File: config.mk
export PLATFORM = sky130hd
export DESIGN_NAME = serial_cfg_port
export DESIGN_NICKNAME = d
export VERILOG_FILES = /design/src/rtl/scp_pkg.sv /design/src/rtl/scp_sampler.sv /design/src/rtl/scp_frame.sv /design/src/rtl/scp_bank.sv /design/src/rtl/serial_cfg_port.sv
export SDC_FILE = /design/constraint.sdc
export NUM_CORES = 1
export LEC_CHECK = 0
export ABC_AREA = 1
export BUFFER_PORTS_ARGS = -buffer_cell sky130_fd_sc_hd__buf_4
export CORE_MARGIN = 1
export CORE_UTILIZATION = 29
export DETAILED_ROUTE_END_ITERATION = 12
export GPL_TIMING_DRIVEN = 0
export PLACE_DENSITY = 0.52
export SYNTH_ARGS = -nofsm -noshare
export SYNTH_HDL_FRONTEND = slang
export SYNTH_SLANG_ARGS = --single-unit
export TNS_END_PERCENT = 1
File: constraint.sdc
create_clock -name clk -period 5.8 [get_ports clk]
set_input_delay 1.16 -clock clk [delete_from_list [all_inputs] [get_ports clk]]
set_output_delay 1.16 -clock clk [all_outputs]
set_load 0.05 [all_outputs]
File: src/rtl/scp_pkg.sv
package scp_pkg;
  localparam int unsigned SCP_DW = 10;
  localparam int unsigned SCP_AW = 4;
  localparam int unsigned SCP_FRAME = 16;
  localparam int unsigned SCP_CTRL_ADDR = 15;
  localparam int unsigned SCP_SRST_BIT = 0;
  localparam int unsigned SCP_PD_BIT = 1;

  function automatic logic [SCP_DW-1:0] scp_default(input int unsigned idx);
    int unsigned v;
    if (idx == SCP_CTRL_ADDR) v = 0;
    else v = (idx * 69 + 17) % (1 << SCP_DW);
    return v[SCP_DW-1:0];
  endfunction
endpackage

File: src/rtl/scp_sampler.sv
module scp_sampler #(
  parameter int unsigned SYNC = 2
) (
  input  logic clk,
  input  logic rst_n,
  input  logic sclk_i,
  input  logic sdin_i,
  input  logic cs_n_i,
  output logic rise_o,
  output logic bit_o,
  output logic sel_o
);
  logic [SYNC-1:0] sclk_s, sdin_s, csn_s;
  logic sclk_d;

  always_ff @(posedge clk or negedge rst_n) begin
    if (!rst_n) begin
      sclk_s <= '0;
      sdin_s <= '0;
      csn_s  <= '1;
      sclk_d <= 1'b0;
    end else begin
      sclk_s <= {sclk_s[SYNC-2:0], sclk_i};
      sdin_s <= {sdin_s[SYNC-2:0], sdin_i};
      csn_s  <= {csn_s[SYNC-2:0], cs_n_i};
      sclk_d <= sclk_s[SYNC-1];
    end
  end

  assign rise_o = sclk_s[SYNC-1] & ~sclk_d;
  assign bit_o  = sdin_s[SYNC-1];
  assign sel_o  = ~csn_s[SYNC-1];

  p_rise_single_r1: assert property (@(posedge clk) disable iff (!rst_n)
    rise_o |=> !rise_o);
endmodule

File: src/rtl/scp_frame.sv
module scp_frame #(
  parameter int unsigned FRAME = 16,
  parameter int unsigned AW = 4,
  parameter int unsigned DW = 10
) (
  input  logic          clk,
  input  logic          rst_n,
  input  logic          rise_i,
  input  logic          bit_i,
  input  logic          sel_i,
  output logic          wr_o,
  output logic [AW-1:0] addr_o,
  output logic [DW-1:0] data_o
);
  localparam int unsigned CW = $clog2(FRAME + 1);
  localparam logic [CW-1:0] LAST = CW'(FRAME - 1);
  localparam logic [CW-1:0] FULL = CW'(FRAME);

  logic [CW-1:0]    cnt_q, cnt_d;
  logic [FRAME-2:0] sh_q, sh_d;
  logic             wr_d;
  logic [AW-1:0]    addr_d;
  logic [DW-1:0]    data_d;
  logic [FRAME-1:0] word;
  logic             take;

  assign word = {sh_q, bit_i};
  assign take = sel_i && rise_i && (cnt_q != FULL);

  always_comb begin
    cnt_d  = cnt_q;
    sh_d   = sh_q;
    wr_d   = 1'b0;
    addr_d = addr_o;
    data_d = data_o;
    if (!sel_i) begin
      cnt_d = '0;
    end else if (take) begin
      cnt_d = cnt_q + 1'b1;
      sh_d  = word[FRAME-2:0];
      if (cnt_q == LAST) begin
        wr_d   = 1'b1;
        addr_d = word[AW+DW-1:DW];
        data_d = word[DW-1:0];
      end
    end
  end

  always_ff @(posedge clk or negedge rst_n) begin
    if (!rst_n) begin
      cnt_q  <= '0;
      sh_q   <= '0;
      wr_o   <= 1'b0;
      addr_o <= '0;
      data_o <= '0;
    end else begin
      cnt_q  <= cnt_d;
      sh_q   <= sh_d;
      wr_o   <= wr_d;
      addr_o <= addr_d;
      data_o <= data_d;
    end
  end

  p_cnt_bound_r4: assert property (@(posedge clk) disable iff (!rst_n)
    cnt_q <= FULL);
  p_desel_clear_r3: assert property (@(posedge clk) disable iff (!rst_n)
    !sel_i |=> cnt_q == '0);
  p_wr_full_r3: assert property (@(posedge clk) disable iff (!rst_n)
    wr_o |-> cnt_q == FULL);
  p_wr_pulse_r4: assert property (@(posedge clk) disable iff (!rst_n)
    wr_o |=> !wr_o);
endmodule

File: src/rtl/scp_bank.sv
module scp_bank #(
  parameter int unsigned AW = 4,
  parameter int unsigned DW = 10,
  parameter int unsigned CTRL = 15,
  parameter int unsigned SRST = 0,
  parameter int unsigned PD = 1
) (
  input  logic               clk,
  input  logic               rst_n,
  input  logic               wr_i,
  input  logic [AW-1:0]      addr_i,
  input  logic [DW-1:0]      data_i,
  output logic [(1<<AW)*DW-1:0] regs_o,
  output logic               pd_o
);
  import scp_pkg::*;
  localparam int unsigned NREG = 1 << AW;

  logic [DW-1:0] regs_q [NREG];
  logic [DW-1:0] regs_d [NREG];
  logic          srst;

  assign srst = wr_i && (addr_i == AW'(CTRL)) && data_i[SRST];

  always_comb begin
    for (int i = 0; i < NREG; i++) begin
      regs_d[i] = regs_q[i];
      if (srst) regs_d[i] = scp_default(i);
      else if (wr_i && addr_i == AW'(i)) regs_d[i] = data_i;
    end
  end

  generate
    for (genvar g = 0; g < NREG; g++) begin : g_reg
      always_ff @(posedge clk or negedge rst_n) begin
        if (!rst_n) regs_q[g] <= scp_default(g);
        else        regs_q[g] <= regs_d[g];
      end
      assign regs_o[g*DW +: DW] = regs_q[g];

      p_write_r1: assert property (@(posedge clk) disable iff (!rst_n)
        wr_i && !srst && addr_i == AW'(g) |=> regs_q[g] == $past(data_i));
      p_keep_r1: assert property (@(posedge clk) disable iff (!rst_n)
        !wr_i |=> $stable(regs_q[g]));
      p_soft_default_r6: assert property (@(posedge clk) disable iff (!rst_n)
        srst |=> regs_q[g] == scp_default(g));
    end
  endgenerate

  assign pd_o = regs_q[CTRL][PD];
endmodule

File: src/rtl/serial_cfg_port.sv
module serial_cfg_port #(
  parameter int unsigned FRAME = scp_pkg::SCP_FRAME,
  parameter int unsigned AW    = scp_pkg::SCP_AW,
  parameter int unsigned DW    = scp_pkg::SCP_DW,
  parameter int unsigned SYNC  = 2
) (
  input  logic                  clk,
  input  logic                  rst_n,
  input  logic                  sclk_i,
  input  logic                  sdin_i,
  input  logic                  cs_n_i,
  input  logic                  stby_n_i,
  output logic [(1<<AW)*DW-1:0] cfg_o,
  output logic                  standby_o
);
  logic          rst_meta, rst_sync;
  logic          rise, sbit, sel, wr, pd;
  logic [AW-1:0] addr;
  logic [DW-1:0] data;

  always_ff @(posedge clk or negedge rst_n) begin
    if (!rst_n) begin
      rst_meta <= 1'b0;
      rst_sync <= 1'b0;
    end else begin
      rst_meta <= 1'b1;
      rst_sync <= rst_meta;
    end
  end

  scp_sampler #(.SYNC(SYNC)) u_smp (
    .clk(clk), .rst_n(rst_sync), .sclk_i(sclk_i), .sdin_i(sdin_i),
    .cs_n_i(cs_n_i), .rise_o(rise), .bit_o(sbit), .sel_o(sel));

  scp_frame #(.FRAME(FRAME), .AW(AW), .DW(DW)) u_frm (
    .clk(clk), .rst_n(rst_sync), .rise_i(rise), .bit_i(sbit), .sel_i(sel),
    .wr_o(wr), .addr_o(addr), .data_o(data));

  scp_bank #(.AW(AW), .DW(DW), .CTRL(scp_pkg::SCP_CTRL_ADDR),
             .SRST(scp_pkg::SCP_SRST_BIT), .PD(scp_pkg::SCP_PD_BIT)) u_bank (
    .clk(clk), .rst_n(rst_sync), .wr_i(wr), .addr_i(addr), .data_i(data),
    .regs_o(cfg_o), .pd_o(pd));

  assign standby_o = ~stby_n_i | pd;

  p_pin_standby_r7: assert property (@(posedge clk) disable iff (!rst_sync)
    !stby_n_i |-> standby_o);
  p_no_srst_seen_r6: assert property (@(posedge clk) disable iff (!rst_sync)
    cfg_o[scp_pkg::SCP_CTRL_ADDR*DW + scp_pkg::SCP_SRST_BIT] == 1'b0);
endmodule

==> results.yml, run 1 <==
synth:
  synth-compound-area-share: 0.0138
  synth-adder-area-share: 0.00439
  synth_top_area_frac: 0.366
  synth_xor_area_frac: 0
  avgSynthCellArea_um2: 9.04
  ys_seq_elements: 202
  netlist-cell-type-count: 22
  yosysSeqAreaShare: 0.603
  yosys.area_share.simple: 0.315
  synth_area_leaders: "dfrtp_1, dfstp_2, nand2_1"
  yosys.area.top_type: "dfrtp_1"
  synth_top_family_by_area: "simple AND/OR/NAND/NOR gates"
  yosysWarnings: 0
  synthMuxAreaShare: 0
  syn_inst: 946
  syn_nets: 955
  syn-cell-area_um2: 8550
critical_path:
  cp.required_ps: 4640
  r2r-end: "u_frm.data_o[0]$_DFFE_PN0P_"
  critical_path.max_fanout: 1
  crit_path_start_kind: "primary input"
  arrival_ps: 1510
  rr_worst_depth: 8
  crit_start: "stby_n_i"
  cp_slowest_stage_delay_ps: 190
  cp-end-kind: "output pin"
  crit_path_top_delay_cell: "buf_4"
  worstSetupPathType: "in2out"
  critPathMostFrequentCell: "buf_4"
  regToRegStartpoint: "u_frm.cnt_q[0]$_DFFE_PN0P_"
  path_cells: "buf_4 > nand2_1 > buf_4"
  ff2ff_setup_slack_ps: 3980
clocking:
  post_cts_buffers: 0
  clk_pin_slew_worst_paths_ps: 50
  hold_buffers: 0
  cts.sinks: 202
  postCtsResizedCells: 0
  worst_skew_pair.late_latency_ps: 510
  clock_path_buffers: 3
  root_buffer: "clkbuf_16"
  cts_inserted_buffers: 24
  htreeDepth: 1
  cts_tree: "done"
layout:
  fin_area_um2: 11100
  finalNonFillerCells: 1543
  diodes: 0
  drive_gt1_frac: 0.288
  area_growth_pct: 30.4
  final_nets: 1150
timing:
  hold_slack_ps: 346
  hold_violations: 0
  skew_ps: 11.3
  setup_tns_ps: 0
  clock.fmax_ghz: 0.375
  finalCriticalPeriod_ps: 2670
  finalSetupViolations: 0
  drv_slew: 0
  period_share: 0.460
  maxSlewHeadroom: 0.391
  grt_setup_unrepaired: "false"
  tightest_slew_ps: 914
min_path:
  whs_endpoint: "u_smp.sclk_s[1]$_DFF_PN0_"
  worstHoldPathCells: 0
  hp-class: "reg2reg"
  min-delay-start: "u_smp.sclk_s[0]$_DFF_PN0_"
die:
  die_h_um: 174
  die_w_um: 174
  start_util: 0.296
  core-area_um2: 28900
  io_pins: 167
  num_rows: 62
  dieArea_um2: 30200
placed_design:
  io_buffers: 166
  postPlaceCellArea_um2: 10400
  gp_congestion: 0.781
  dp_cells: 1499
  dp_hpwl_um: 19300
flow_run:
  drv_cap: 0
global_routing:
  antenna_found_initial: 0
  grt_usage: 0.182
  grt_pass1_wl_um: 42400
  grt_overflow: 0
  grt_pass1_vias: 7131
  grt_start_max_net_pins: 68
routing:
  routed_wl_um: 27900
  drcViolationCount: 0
  drt_first_pass_iters: 5
  ant_nets: 0
  drt-initial-drc-count: 556
  drt-wirelength-per-cell_um: 18.1
  vias: 7304
  via_per_inst: 4.73
pwr:
  power_leakage_nw: 5.99
  ir_worst_vdd_v: 0.000189
  power_density_nw_per_um2: 269
run_status:
  status: "completed"
==> layout make-up <==
class                           instances  area (um^2)
Tap cell                              384          480
Fill cell                            2914        17700
Timing Repair Buffer                  169         1330
Multi-Input combinational cell        643         2850
Clock buffer                           38          724
Buffer                                 61          397
Sequential cell                       202         5150
Clock inverter                          6         60.1
Inverter                               40          150
==> where the power goes <==
part	switching, mW	internal, mW	leakage [nW]
clock network	0.590	0.899	0.380
logic	0.0418	0.0169	3.10
registers	0.0159	1.43	2.52
==> routing by layer <==
metal	part of all wire	global-route usage	routed length [um]
met5	0	0	0
met1	0.45	0.247	12500
met2	0.47	0.297	13000
met3	0.066	0.0377	1840
met4	0.022	0.0464	606
==> worst max path at each step <==
stage | to | slack, ps
after floorplan | u_bank.pd_o$_DFFE_PN0P_ | 2550
after global placement | u_bank.regs_o[44]$_DFFE_PN0P_ | 1040
after detailed placement | standby_o | 3130
after CTS | standby_o | 3130
after global routing | standby_o | 3100
final | standby_o | 3130
==> worst max-delay path, delay by kind of cell <==
family,cells,cell delay (ps)
buf+inv,2,300
simple gates,1,60
==> cells in the mapped netlist <==
cell / n
nand2_2: 11
nand3_1: 219
nor2_2: 3
o21a_1: 8
nor2_1: 17
nor3b_2: 1
nand3_2: 1
buf_2: 14
ha_1: 3
clkbuf_1: 24
dfstp_2: 77
nor3b_1: 1
inv_1: 40
buf_4: 2
o21ai_0: 10
buf_6: 19
nand2_1: 352
buf_1: 2
conb_1: 1
o211ai_1: 1
dfrtp_1: 125
nand4_1: 15
==> through the flow <==
step	setup WS (ps)	util	power [mW]
2_1_floorplan	2550	-	1.50
3_3_place_gp	1040	0.356	1.52
3_5_place_dp	3130	0.359	1.53
4_1_cts	3130	0.386	3.03
5_1_grt	3100	0.386	3.09
6_report	3130	0.386	3.00
==> placed cells by master, fill, tap and decap left out <==
master and count:
clkbuf_1 32, buf_16 3, nand2_2 11, buf_1 2, nand2_1 352, inv_1 40
clkbuf_8 5, bufinv_16 1, clkinv_2 3, clkbuf_16 25, buf_4 168, ha_1 3
buf_6 19, nor2_2 3, dfrtp_4 1, dfrtp_1 124, nand4_1 15, nand3_2 1
o21ai_0 10, buf_2 14, dfstp_2 77, o211ai_1 1, conb_1 1, nor3b_2 1
o21a_1 8, clkinvlp_4 2, nor2_1 17, nand3_1 219, nor3b_1 1
==> registers in the layout, summed over array words and instances, names as in the netlist <==
signal         flops
u_frm.sh_q        13
u_bank.pd_o        1
u_frm.addr_o       4
rst_meta           1
u_bank.regs_o    159
u_smp.sdin_s       2
u_frm.wr_o         1
u_smp.sclk_s       2
u_smp.sclk_d       1
rst_sync           1
u_frm.cnt_q        5
u_frm.data_o      10
u_smp.csn_s        2
==> kinds of logic (layout without fill, tap and decap cells) <==
group	count (synthesis)	in the layout
simple gates	620	620
flops	202	202
buf+inv	101	314
compound gates	19	19
fa+ha+maj	3	3
other cells	1	1
No activity file was read; power rests on OpenSTA's default activity.
==> run 2, diff against run 1 <==
ABC_AREA = 0   (was 1)
clock period = 2.25 ns   (was 5.8 ns; I/O delays follow)
==> results.yml, run 2 <==
synth:
  ys_seq_elements: 202
  synth_top_area_frac: 0.355
  yosysSeqAreaShare: 0.584
  netlist_top_cells_count: "nand3_1, o21ai_0, dfrtp_1, dfstp_2, a21oi_1"
  ys_async_sr_fraction: 1.00
  syn_nets: 877
  synth_edf_count: 0
  synthMostInstantiatedCell: "nand3_1"
  syn-cell-area_um2: 8820
  netlist-cell-type-count: 40
  yosys.area.top_type: "dfrtp_1"
  avgSynthCellArea_um2: 10.2
  yosysWarnings: 0
  synthFlopType: "dfrtp_1"
  synth_area_leaders: "dfrtp_1, dfstp_2, nand3_1"
  syn_inst: 868
min_path:
  hp-class: "in2reg"
  min-delay-start: "sdin_i"
  worstHoldPathCells: 1
  whs_endpoint: "u_smp.sdin_s[0]$_DFF_PN0_"
pwr:
  p_clk_frac: 0.488
  power_density_nw_per_um2: 679
  p_seq_frac: 0.489
  p_total_mw: 7.75
  power_leakage_nw: 5.21
  swShare: 0.223
  ir_worst_vdd_v: 0.000486
  combinationalPowerShare: 0.024
  p_switching_mw: 1.73
  internal_power_mw: 6.02
timing:
  hold_violations: 0
  drv_slew: 0
  maxSlewHeadroom: 0.426
  tightest_slew_ps: 861
  clock.fmax_ghz: 0.524
  skew_ps: 10.8
  grt_setup_unrepaired: "false"
  finalCriticalPeriod_ps: 1910
  finalSetupViolations: 0
  setup_tns_ps: 0
  period_share: 0.848
layout:
  drive_gt1_frac: 0.327
  num-fill-cells: 2996
  final_cell_mix: "nand3_1, buf_4, o21ai_0, dfrtp_1, dfstp_2"
  area_growth_pct: 29.4
  diodes: 0
  largest_reg_flops: 159
  fin_area_um2: 11400
  layout_commonest_cell: "nand3_1"
  final_nets: 1074
clocking:
  clock_path_buffers: 3
  cts_tree: "done"
  clk_pin_slew_worst_paths_ps: 60
  worst_skew_pair.late_latency_ps: 520
  htreeDepth: 1
  post_cts_buffers: 0
  hold_buffers: 1
  root_buffer: "clkbuf_16"
  cts_inserted_buffers: 25
  cts.sinks: 202
  postCtsResizedCells: 0
die:
  io_pins: 167
  core-area_um2: 29800
  dieArea_um2: 31100
  num_rows: 63
  start_util: 0.296
  die_w_um: 176
  die_h_um: 176
routing:
  drt-wirelength-per-cell_um: 21.1
  drt-initial-drc-count: 674
  ant_nets: 0
  drt_first_pass_iters: 5
  via_per_inst: 5.25
  vias: 7726
  routed_wl_um: 31000
  drcViolationCount: 0
placed_design:
  io_buffers: 166
  dp_hpwl_um: 21400
  postPlaceCellArea_um2: 10600
  gp_congestion: 0.806
global_routing:
  grt_usage: 0.198
  antenna_found_initial: 0
  grt_pass1_vias: 7333
  grt_pass1_wl_um: 46700
  grt_start_max_net_pins: 71
  grt_overflow: 0
critical_path:
  crit_path_top_delay_cell: "clkbuf_1"
  crit_path_start_kind: "flop"
  worst-path-buf-inv: 2
  rr_worst_depth: 4
  cp.required_ps: 2690
  ff2ff_setup_slack_ps: 340
  critical_path.max_fanout: 10
  worstSetupPathType: "reg2reg"
  path_delay_family: "buffers and inverters"
  cp-end-kind: "flop"
  cp_slowest_stage_delay_ps: 640
  path_cells: "buf_1 > clkbuf_1 > nand3_1 > a21oi_1"
  arrival_ps: 2350
  regToRegStartpoint: "u_frm.data_o[4]$_DFFE_PN0P_"
  r2r-end: "u_bank.regs_o[124]$_DFFE_PN0P_"
run_status:
  status: "completed"
flow_run:
  drv_cap: 0
## run 2: cell count changes in the layout (fill, tap and decap cells not counted), moves of 19 or more
cell / delta
o21ai_0: +137
nand2_1: -337
a21oi_1: +72
mux2_2: +19
clkbuf_1: +38
inv_1: -28
## run 2: metrics by stage
step	hold WS [ps]	utilization	setup slack (ps)	std cells
floorplan	154	-	232	868
global route	17.7	0.383	202	1471
finish	36.6	0.383	341	1471
detailed placement	235	0.357	330	1427
CTS	12.9	0.383	328	1471
global placement	233	0.354	-649	1424
## run 2: logic make-up after synthesis
kind of cell | count (synthesis) | share of synthesized area
and+or+nand+nor | 268 | 0.161
AOI/OAI and AO/OA | 245 | 0.144
DFF | 202 | 0.584
buffers and inverters | 120 | 0.0667
muxes | 28 | 0.0396
adders and majority gates | 3 | 0.00426
other | 1 | 0.000425
xor gates and xnor gates | 1 | 0.000993
## run 2: routing by layer
metal | GRT usage | vias up | part of all wire
li1 | - | 3473 | -
met1 | 0.298 | 3871 | 0.45
met2 | 0.294 | 333 | 0.45
met3 | 0.0273 | 49 | 0.070
met4 | 0.0575 | 0 | 0.026
met5 | 0 | - | 0
## run 2: power by group through the flow
stage	combinational, mW	clock (mW)	sequential (mW)
floorplan	0.0902	0	3.87
global placement	0.105	0	3.91
detailed placement	0.191	0	3.85
CTS	0.192	3.87	3.79
global route	0.208	3.99	3.80
finish	0.184	3.78	3.79
## run 2: cell type report
cell class / instances / area, um^2 / area share
Sequential cell: 202 / 5150 / 0.451
Clock inverter: 7 / 48.8 / 0.00427
Buffer: 108 / 543 / 0.0476
Timing Repair Buffer: 170 / 1340 / 0.117
Inverter: 12 / 45.0 / 0.00394
Multi-Input combinational cell: 546 / 3080 / 0.270
Tap cell: 390 / 488 / 0.0427
Clock buffer: 36 / 717 / 0.0628
## run 2: worst max-delay path by stage
| stage | end | depth (start not counted) | start | slack, ps |
|---|---|---|---|---|
| 2_1_floorplan | u_bank.pd_o$_DFFE_PN0P_ | 0 | rst_sync$_DFF_PN0_ | 230 |
| 3_3_place_gp | u_bank.regs_o[125]$_DFFE_PN0P_ | 0 | rst_sync$_DFF_PN0_ | -650 |
| 3_5_place_dp | u_bank.regs_o[124]$_DFFE_PN0P_ | 4 | u_frm.data_o[4]$_DFFE_PN0P_ | 330 |
| 4_1_cts | u_bank.regs_o[124]$_DFFE_PN0P_ | 4 | u_frm.data_o[4]$_DFFE_PN0P_ | 330 |
| 5_1_grt | u_bank.regs_o[115]$_DFFE_PN0P_ | 4 | u_frm.data_o[5]$_DFFE_PN0P_ | 200 |
| 6_report | u_bank.regs_o[124]$_DFFE_PN0P_ | 4 | u_frm.data_o[4]$_DFFE_PN0P_ | 340 |
